===== config.mk =====
export PLATFORM = sky130hd
export DESIGN_NAME = vol_cmd_decoder
export DESIGN_NICKNAME = d
export VERILOG_FILES = /design/src/rtl/vol_cmd_decoder.sv
export SDC_FILE = /design/constraint.sdc
export NUM_CORES = 1
export LEC_CHECK = 0
export ABC_CLOCK_PERIOD_IN_PS = 23000
export BUFFER_PORTS_ARGS = -buffer_cell sky130_fd_sc_hd__buf_4
export CAP_MARGIN = 40
export CORE_UTILIZATION = 30
export DETAILED_ROUTE_END_ITERATION = 16
export MAX_ROUTING_LAYER = met4
export SYNTH_ARGS = -nofsm -noshare
export SYNTH_HDL_FRONTEND = slang
export SYNTH_SLANG_ARGS = --single-unit

===== constraint.sdc =====
create_clock -name clk -period 23 [get_ports clk]
set_clock_uncertainty 0.05 [all_clocks]
set_input_delay 6.9 -clock clk [delete_from_list [all_inputs] [get_ports clk]]
set_output_delay 6.9 -clock clk [all_outputs]
set_load 0.05 [all_outputs]

===== src/rtl/vol_cmd_decoder.sv =====
module vol_cmd_decoder #(
  parameter int unsigned NUM_MAX   = 999,
  parameter int unsigned CH_MAX    = 5,
  parameter int unsigned VOL_MAX   = 50,
  parameter logic [15:0] MASTER_RST = 16'h0CCD
) (
  input  logic        clk,
  input  logic        rst_n,
  input  logic        rx_valid,
  input  logic [7:0]  rx_data,
  output logic [15:0] gain_master,
  output logic [15:0] gain_front_l,
  output logic [15:0] gain_front_r,
  output logic [15:0] gain_rear_l,
  output logic [15:0] gain_rear_r,
  output logic [15:0] gain_sub,
  output logic [5:0]  led_bar
);
  localparam int unsigned NLVL = CH_MAX + 1;
  localparam logic [9:0]  SAT  = 10'(NUM_MAX);
  localparam logic [9:0]  SATG = 10'(NUM_MAX / 10);

  typedef enum logic {PH_CH, PH_VOL} phase_t;

  phase_t     phase;
  logic       bad, start;
  logic       ch_neg, ch_any, v_neg, v_any;
  logic [9:0] ch_acc, v_acc;
  logic [15:0] lvl [NLVL];

  wire is_dig  = rx_data >= 8'h30 && rx_data <= 8'h39;
  wire is_term = rx_data == 8'h0D || rx_data == 8'h0A;
  wire is_sp   = rx_data == 8'h20;
  wire is_neg  = rx_data == 8'h2D;
  wire is_col  = rx_data == 8'h3A;

  function automatic logic [9:0] push(input logic [9:0] a, input logic [7:0] c);
    return (a >= SATG) ? SAT : 10'(a * 10'd10 + 10'(c - 8'h30));
  endfunction

  logic [2:0]  ch_c;
  logic [5:0]  vol_c;
  logic [15:0] gain_w;
  logic [2:0]  cnt;
  logic [5:0]  led_w;

  always_comb begin
    ch_c   = ch_neg ? 3'd0 : (ch_acc > 10'(CH_MAX) ? 3'(CH_MAX) : ch_acc[2:0]);
    vol_c  = v_neg ? 6'd0 : (v_acc > 10'(VOL_MAX) ? 6'(VOL_MAX) : v_acc[5:0]);
    gain_w = (vol_c == 6'(VOL_MAX)) ? 16'h7FFF
           : 16'((27'(vol_c) * 27'(vol_c) * 27'd32768) / 27'(VOL_MAX * VOL_MAX));
    cnt    = 3'(vol_c / 6'd10);
    led_w  = 6'(((7'd1 << cnt) - 7'd1) << 1);
  end

  wire commit = rx_valid && is_term && phase == PH_VOL && v_any && !bad;

  always_ff @(posedge clk) begin
    if (!rst_n) begin
      phase <= PH_CH; bad <= 1'b0; start <= 1'b1;
      ch_neg <= 1'b0; ch_any <= 1'b0; ch_acc <= '0;
      v_neg <= 1'b0; v_any <= 1'b0; v_acc <= '0;
      led_bar <= '1;
    end else if (rx_valid) begin
      if (is_term) begin
        phase <= PH_CH; bad <= 1'b0; start <= 1'b1;
        ch_neg <= 1'b0; ch_any <= 1'b0; ch_acc <= '0;
        v_neg <= 1'b0; v_any <= 1'b0; v_acc <= '0;
        if (commit) led_bar <= led_w;
      end else if (!bad) begin
        if (phase == PH_CH) begin
          if (is_sp && start) begin
          end else if (is_neg && start) begin
            ch_neg <= 1'b1; start <= 1'b0;
          end else if (is_dig) begin
            ch_acc <= push(ch_acc, rx_data); ch_any <= 1'b1; start <= 1'b0;
          end else if (is_col && ch_any) begin
            phase <= PH_VOL; start <= 1'b1;
          end else bad <= 1'b1;
        end else begin
          if (is_neg && start) begin
            v_neg <= 1'b1; start <= 1'b0;
          end else if (is_dig) begin
            v_acc <= push(v_acc, rx_data); v_any <= 1'b1; start <= 1'b0;
          end else bad <= 1'b1;
        end
      end
    end
  end

  for (genvar i = 0; i < NLVL; i++) begin : g_lvl
    always_ff @(posedge clk) begin
      if (!rst_n) lvl[i] <= (i == 0) ? MASTER_RST : 16'h7FFF;
      else if (commit && ch_c == 3'(i)) lvl[i] <= gain_w;
    end
  end

  assign gain_master  = lvl[0];
  assign gain_front_l = lvl[1];
  assign gain_front_r = lvl[2];
  assign gain_rear_l  = lvl[3];
  assign gain_rear_r  = lvl[4];
  assign gain_sub     = lvl[5];
endmodule



=== After elaboration in Yosys (flattened, before gate mapping) ===
Memories as Yosys holds them, arrays and structs flattened.
Cells that the tools add are included.

* Register bits after elaboration: 33
* RAM bits: 96
* Input bits: 11
* Output and inout bits: 102
* Memories kept: 1

* Add/subtract/negate cells: 4
* Multipliers: 3
* Div/mod/pow operators: 2
* $lt $le $gt $ge: 6
* Eq/ne operators: 17
* Shifts and indexed selects: 1
* Multiplexer cells: 85
* Bitwise logic cells: 6
* Reductions and logical operators: 28

{| class="wikitable"
|+ Memories
! name !! words !! width !! rd ports !! clocked after Yosys merged registers in !! write ports !! RTL line !! source
|-
| lvl || 6 || 16 || 6 || 0 || 6 || 29 || <nowiki>logic [15:0] lvl [NLVL];</nowiki>
|}

{| class="wikitable"
|+ Operators with widths
! kind !! number
|-
| $mux 10 || 13
|-
| $mux 16 || 7
|-
| $mux 1 || 61
|-
| $div 27x12->27 const B || 1
|-
| $eq 8x6->1 const B || 3
|-
| $add 10x10->10 || 2
|-
| $ge 10x7->1 const B || 2
|-
| $mul 10x3->9 const B || 2
|-
| $eq 8x4->1 const B || 2
|-
| $reduce_and 5->1 || 3
|-
| $logic_and 1x1->1 || 14
|-
| $mul 6x6->12 || 1
|-
| $mux 6 || 2
|-
| $gt 10x3->1 const B || 1
|-
| $gt 10x6->1 const B || 1
|-
| $sub 8x6->9 const B || 1
|-
| $ge 8x6->1 const B || 1
|-
| $le 8x6->1 const B || 1
|-
| $div 6x4->6 const B || 1
|-
| $eq 3x2->1 const B || 2
|-
| $eq 3x3->1 const B || 2
|-
| $eq 6x6->1 const B || 1
|-
| $mux 3 || 2
|-
| $or 1x1->1 || 6
|-
| other kinds (16) || 20
|}

=== Depth between registers and ports, before layout ===
* Depth after elaboration: 11
* Mapped depth: 143
* Mapped depth without buffers: 123

=== Least setup slack after synthesis ===
OpenSTA, ideal clock, no wires.

* Kind: reg2reg
* Start point: register v_acc[1]
* End point: memory lvl[0][0], data pin
* Setup time: 288 ps
* Arrival: 25,087 ps
* Required time: 22,662 ps
* Setup slack: -2,424 ps
* Cell stages (with the launch flop): 136
* Buffers on the path: 17
* Clock period less this slack: 25,424 ps
* Path through: dfxtp_1 -> buf_2 -> a211oi_1 -> nor2_1 -> nor2_1 -> nand2_1 -> nor2_1 -> inv_1 -> nor2_1 -> fa_1 -> inv_1 -> fa_1 -> inv_1 -> fa_1 -> ha_1 -> and3b_1 -> a221oi_1 -> xnor2_1 -> [100 not listed] -> clkinv_1 -> buf_4 -> ha_1 -> and2b_1 -> nor4_2 -> o41a_2 -> or3_1 -> buf_6 -> inv_6 -> ha_1 -> o2111ai_1 -> nor4_1 -> a211oi_1 -> nor2_1 -> o41ai_2 -> nand4_1 -> a21oi_2 -> o2111ai_1

{| class="wikitable"
|+ RTL lines
! element !! RTL line !! source
|-
| start, declared || 28 || <nowiki>logic [9:0] ch_acc, v_acc;</nowiki>
|-
| start signal, assigned || 62 || <nowiki>v_neg <= 1'b0; v_any <= 1'b0; v_acc <= '0;</nowiki>
|-
| start signal, assigned || 68 || <nowiki>v_neg <= 1'b0; v_any <= 1'b0; v_acc <= '0;</nowiki>
|-
| start signal, assigned || 84 || <nowiki>v_acc <= push(v_acc, rx_data); v_any <= 1'b1; start <= 1'b0;</nowiki>
|-
| end, declared || 29 ||
|}

==> reports/metrics.cfg <==
[run_status]
status=finished, final reports clean

[synth]
synth_area_per_cell_um2=8.051
yosysUniqueCellTypes=142
syn_area_mm2=0.01574
synthArstFlopShare=0
synth_area_leaders=edfxtp_1 18%, ha_1 6.1%, nand2_1 5.1%
muxShareOfSynthArea=0.02441
synth_adder_area_share=0.07648
synth-edff-count=96
syn_nets=2055
synth_top_area_share=0.1832
synth_top_family_by_area=compound AO/OA/AOI/OAI gates
ys_seq_area_frac=0.2251
syn_inst=1955
yosysTopAreaCell=edfxtp_1
synth_xor_area_frac=0.06336
synth_top_flop_cell=edfxtp_1
synth-simple-area-share=0.2460
yosys_warnings=0
synth_compound_area_frac=0.3134
synth-seq-cells=129

[detailed_routing]
wl_per_cell_um=19.78
vias=16650
drtPass1Iterations=6
remaining_drc_errors=0
drt_iter0_drc=1605
wl_um=55820
top_layer=met4
wl_met1_um=25300
wl_met3_um=3839
postRouteAntennaNets=0
routed-wl-met2_um=25020
avgViaCountPerCell=5.900

[critical_path]
rr_worst_depth=111
critPathBufInv=15
r2r-start=v_acc[5]
worstSetupStartpoint=v_acc[5]
ff2ff_setup_slack_ns=1.05
crit_cells=111
crit_top_cell=inv_2
r2r-end=lvl[3][0]
cp_slowest_cell=fa_2
required_ns=23.11
worstSetupPathType=flop to flop
max_stage_delay_ns=0.59
path_delay_family=compound AO/OA/AOI/OAI gates
cp-end-kind=flop
crit_arrival_ns=22.07
critPathLaunchType=flop
crit_fanout=12

[die]
initial_utilization=0.3049
placementRows=83
core_mm2=0.05161
dieWidth_um=231.0
io_pins=113
die_area_mm2=0.05338
die_h_um=231.0

[global_routing]
gr-total-overflow=0
grt_pass1_wl_um=87010
antenna_found_initial=0
grt_max_degree=37
grt_pass1_vias=15520
grt_usage=0.2090

[final_layout]
syn_to_final_growth_pct=21.76
fill_cells=5291
finalNetCount=2229
most-common-layout-cells=222 x buf_4, 206 x nand2_1, 180 x nor2_1
diodes=0
final_common_cell=buf_4
final_util=0.3713
final_layout_size_suffix_gt1_frac=0.2241

[timing]
max_freq_mhz=45.56
setup_viol=0
whs_ns=0.4122
relSlewSlack=0.3567
period_needed_ns=21.95
fin_tns_setup_ns=0
fin_crit_sh=0.9544
finalMaxSlewViolations=0
final_hold_viol_count=0
worst_slew_pin_slew_ns=0.9525

[clock_tree]
postCtsHoldBufs=0
numCtsBuffers=17
cts_buffer_depth=2
cts_root_buffer=clkbuf_16
cts.sinks=129
cts_tree=yes
clk_latency_ns=0.45
clk_pin_slew_ns=0.07
htree_levels=4

[hold_path]
min_from=led_bar[0]
hp-class=flop to flop
worstHoldEndpoint=led_bar[0]
min_path_cells=2

[flow_run]
max_cap_viol_count=0

[power]
power.leakage_nw=7.139
power.density_mw_per_mm2=32.67
ir_drop_mv=0.05036

[placement]
routabilityCongestion=0.9780
port-buffer-count=112
dp_hpwl_um=43990

worst max path at each step:
stage,endpoint
detailed placement,lvl[4][0]
finish,lvl[3][0]
floorplan,lvl[0][0]
global placement,lvl[0][0]
global route,lvl[4][0]
CTS,lvl[3][0]
power breakdown:
group | internal [W] | total (W) | switching (W) | leakage (nW)
logic | 0.0000314 | 0.0000910 | 0.0000596 | 5.83
clock network | 0.000156 | 0.000282 | 0.000126 | 0.297
registers | 0.000251 | 0.000253 | 0.00000175 | 1.01
state kept, by name (all words and copies together), names as in the netlist:
register	cells
ch_neg	1
start	1
v_neg	1
phase	1
v_acc	10
lvl	96
v_any	1
ch_acc	10
bad	1
ch_any	1
led_bar	6
metal layers:
metal,up-vias,track usage
met5,-,-
met4,0,0.07057
li1,7841,-
met3,111,0.03199
met2,745,0.3189
met1,7954,0.2803
Yosys cell counts (16+ instances only):
cell,instances
nand2_1,214
nor2_1,189
a21oi_1,133
o21ai_0,103
edfxtp_1,96
ha_1,77
inv_1,69
nor3_1,68
xnor2_1,68
nand3_1,67
a21o_1,38
dfxtp_1,33
clkbuf_1,31
a211oi_1,30
o211ai_1,30
xor2_1,29
a31oi_1,28
mux2i_1,28
or3_1,27
nor4_1,26
and2_1,23
nand4_1,22
o21ai_1,19
o31ai_1,19
and3_1,18
buf_6,17
o2111ai_1,17
buf_4,16
o21a_1,16
cells by family after synthesis:
kind of cell | count (synthesis)
compound gates | 668
buf+inv | 158
mux | 37
fa+ha+maj | 89
flops | 129
xor+xnor | 105
simple gates | 769
worst reg2reg max path: cells and delay by family, from the launching register on:
family,cells,cell delay [ns]
buffers and inverters,15,1.41
multiplexers,2,0.51
adder cells (fa/ha/maj),14,4.01
AO/OA/AOI/OAI,37,8.39
AND/OR/NAND/NOR,41,6.55
flip-flops,1,0.42
XOR/XNOR,2,0.34
stage by stage:
stage / area [µm²] / power, W / instances / setup WS, ns
floorplan: 16080 / 0.0003206 / 1955 / 0.02337
global placement: 17680 / 0.0003432 / 2728 / -0.08797
detailed placement: 17870 / 0.0003458 / 2745 / -0.4609
CTS: 18520 / 0.0006274 / 2779 / 0.05627
global route: 19160 / 0.0006469 / 2822 / -0.08871
finish: 19160 / 0.0006261 / 2822 / 1.049
repair_timing:
item / 4_1_cts / 5_1_grt
gates cloned: 0 / 1
setup buffers: 2 / 42
pin swaps: 3 / 26
resized for setup: 7 / 60
setup endpoints to repair: 12 / 18
layout make-up:
cell class                      count  area (µm²)  area share
Timing Repair Buffer              233        1815     0.09474
Clock buffer                       17       425.4     0.02220
Sequential cell                   129        3552      0.1854
Multi-Input combinational cell   1669       12020      0.6272
Tap cell                          680       850.8     0.04440
Inverter                           79       316.6     0.01652
Clock inverter                     15       183.9    0.009598
Note: power is estimated with default switching activity, not from simulation.
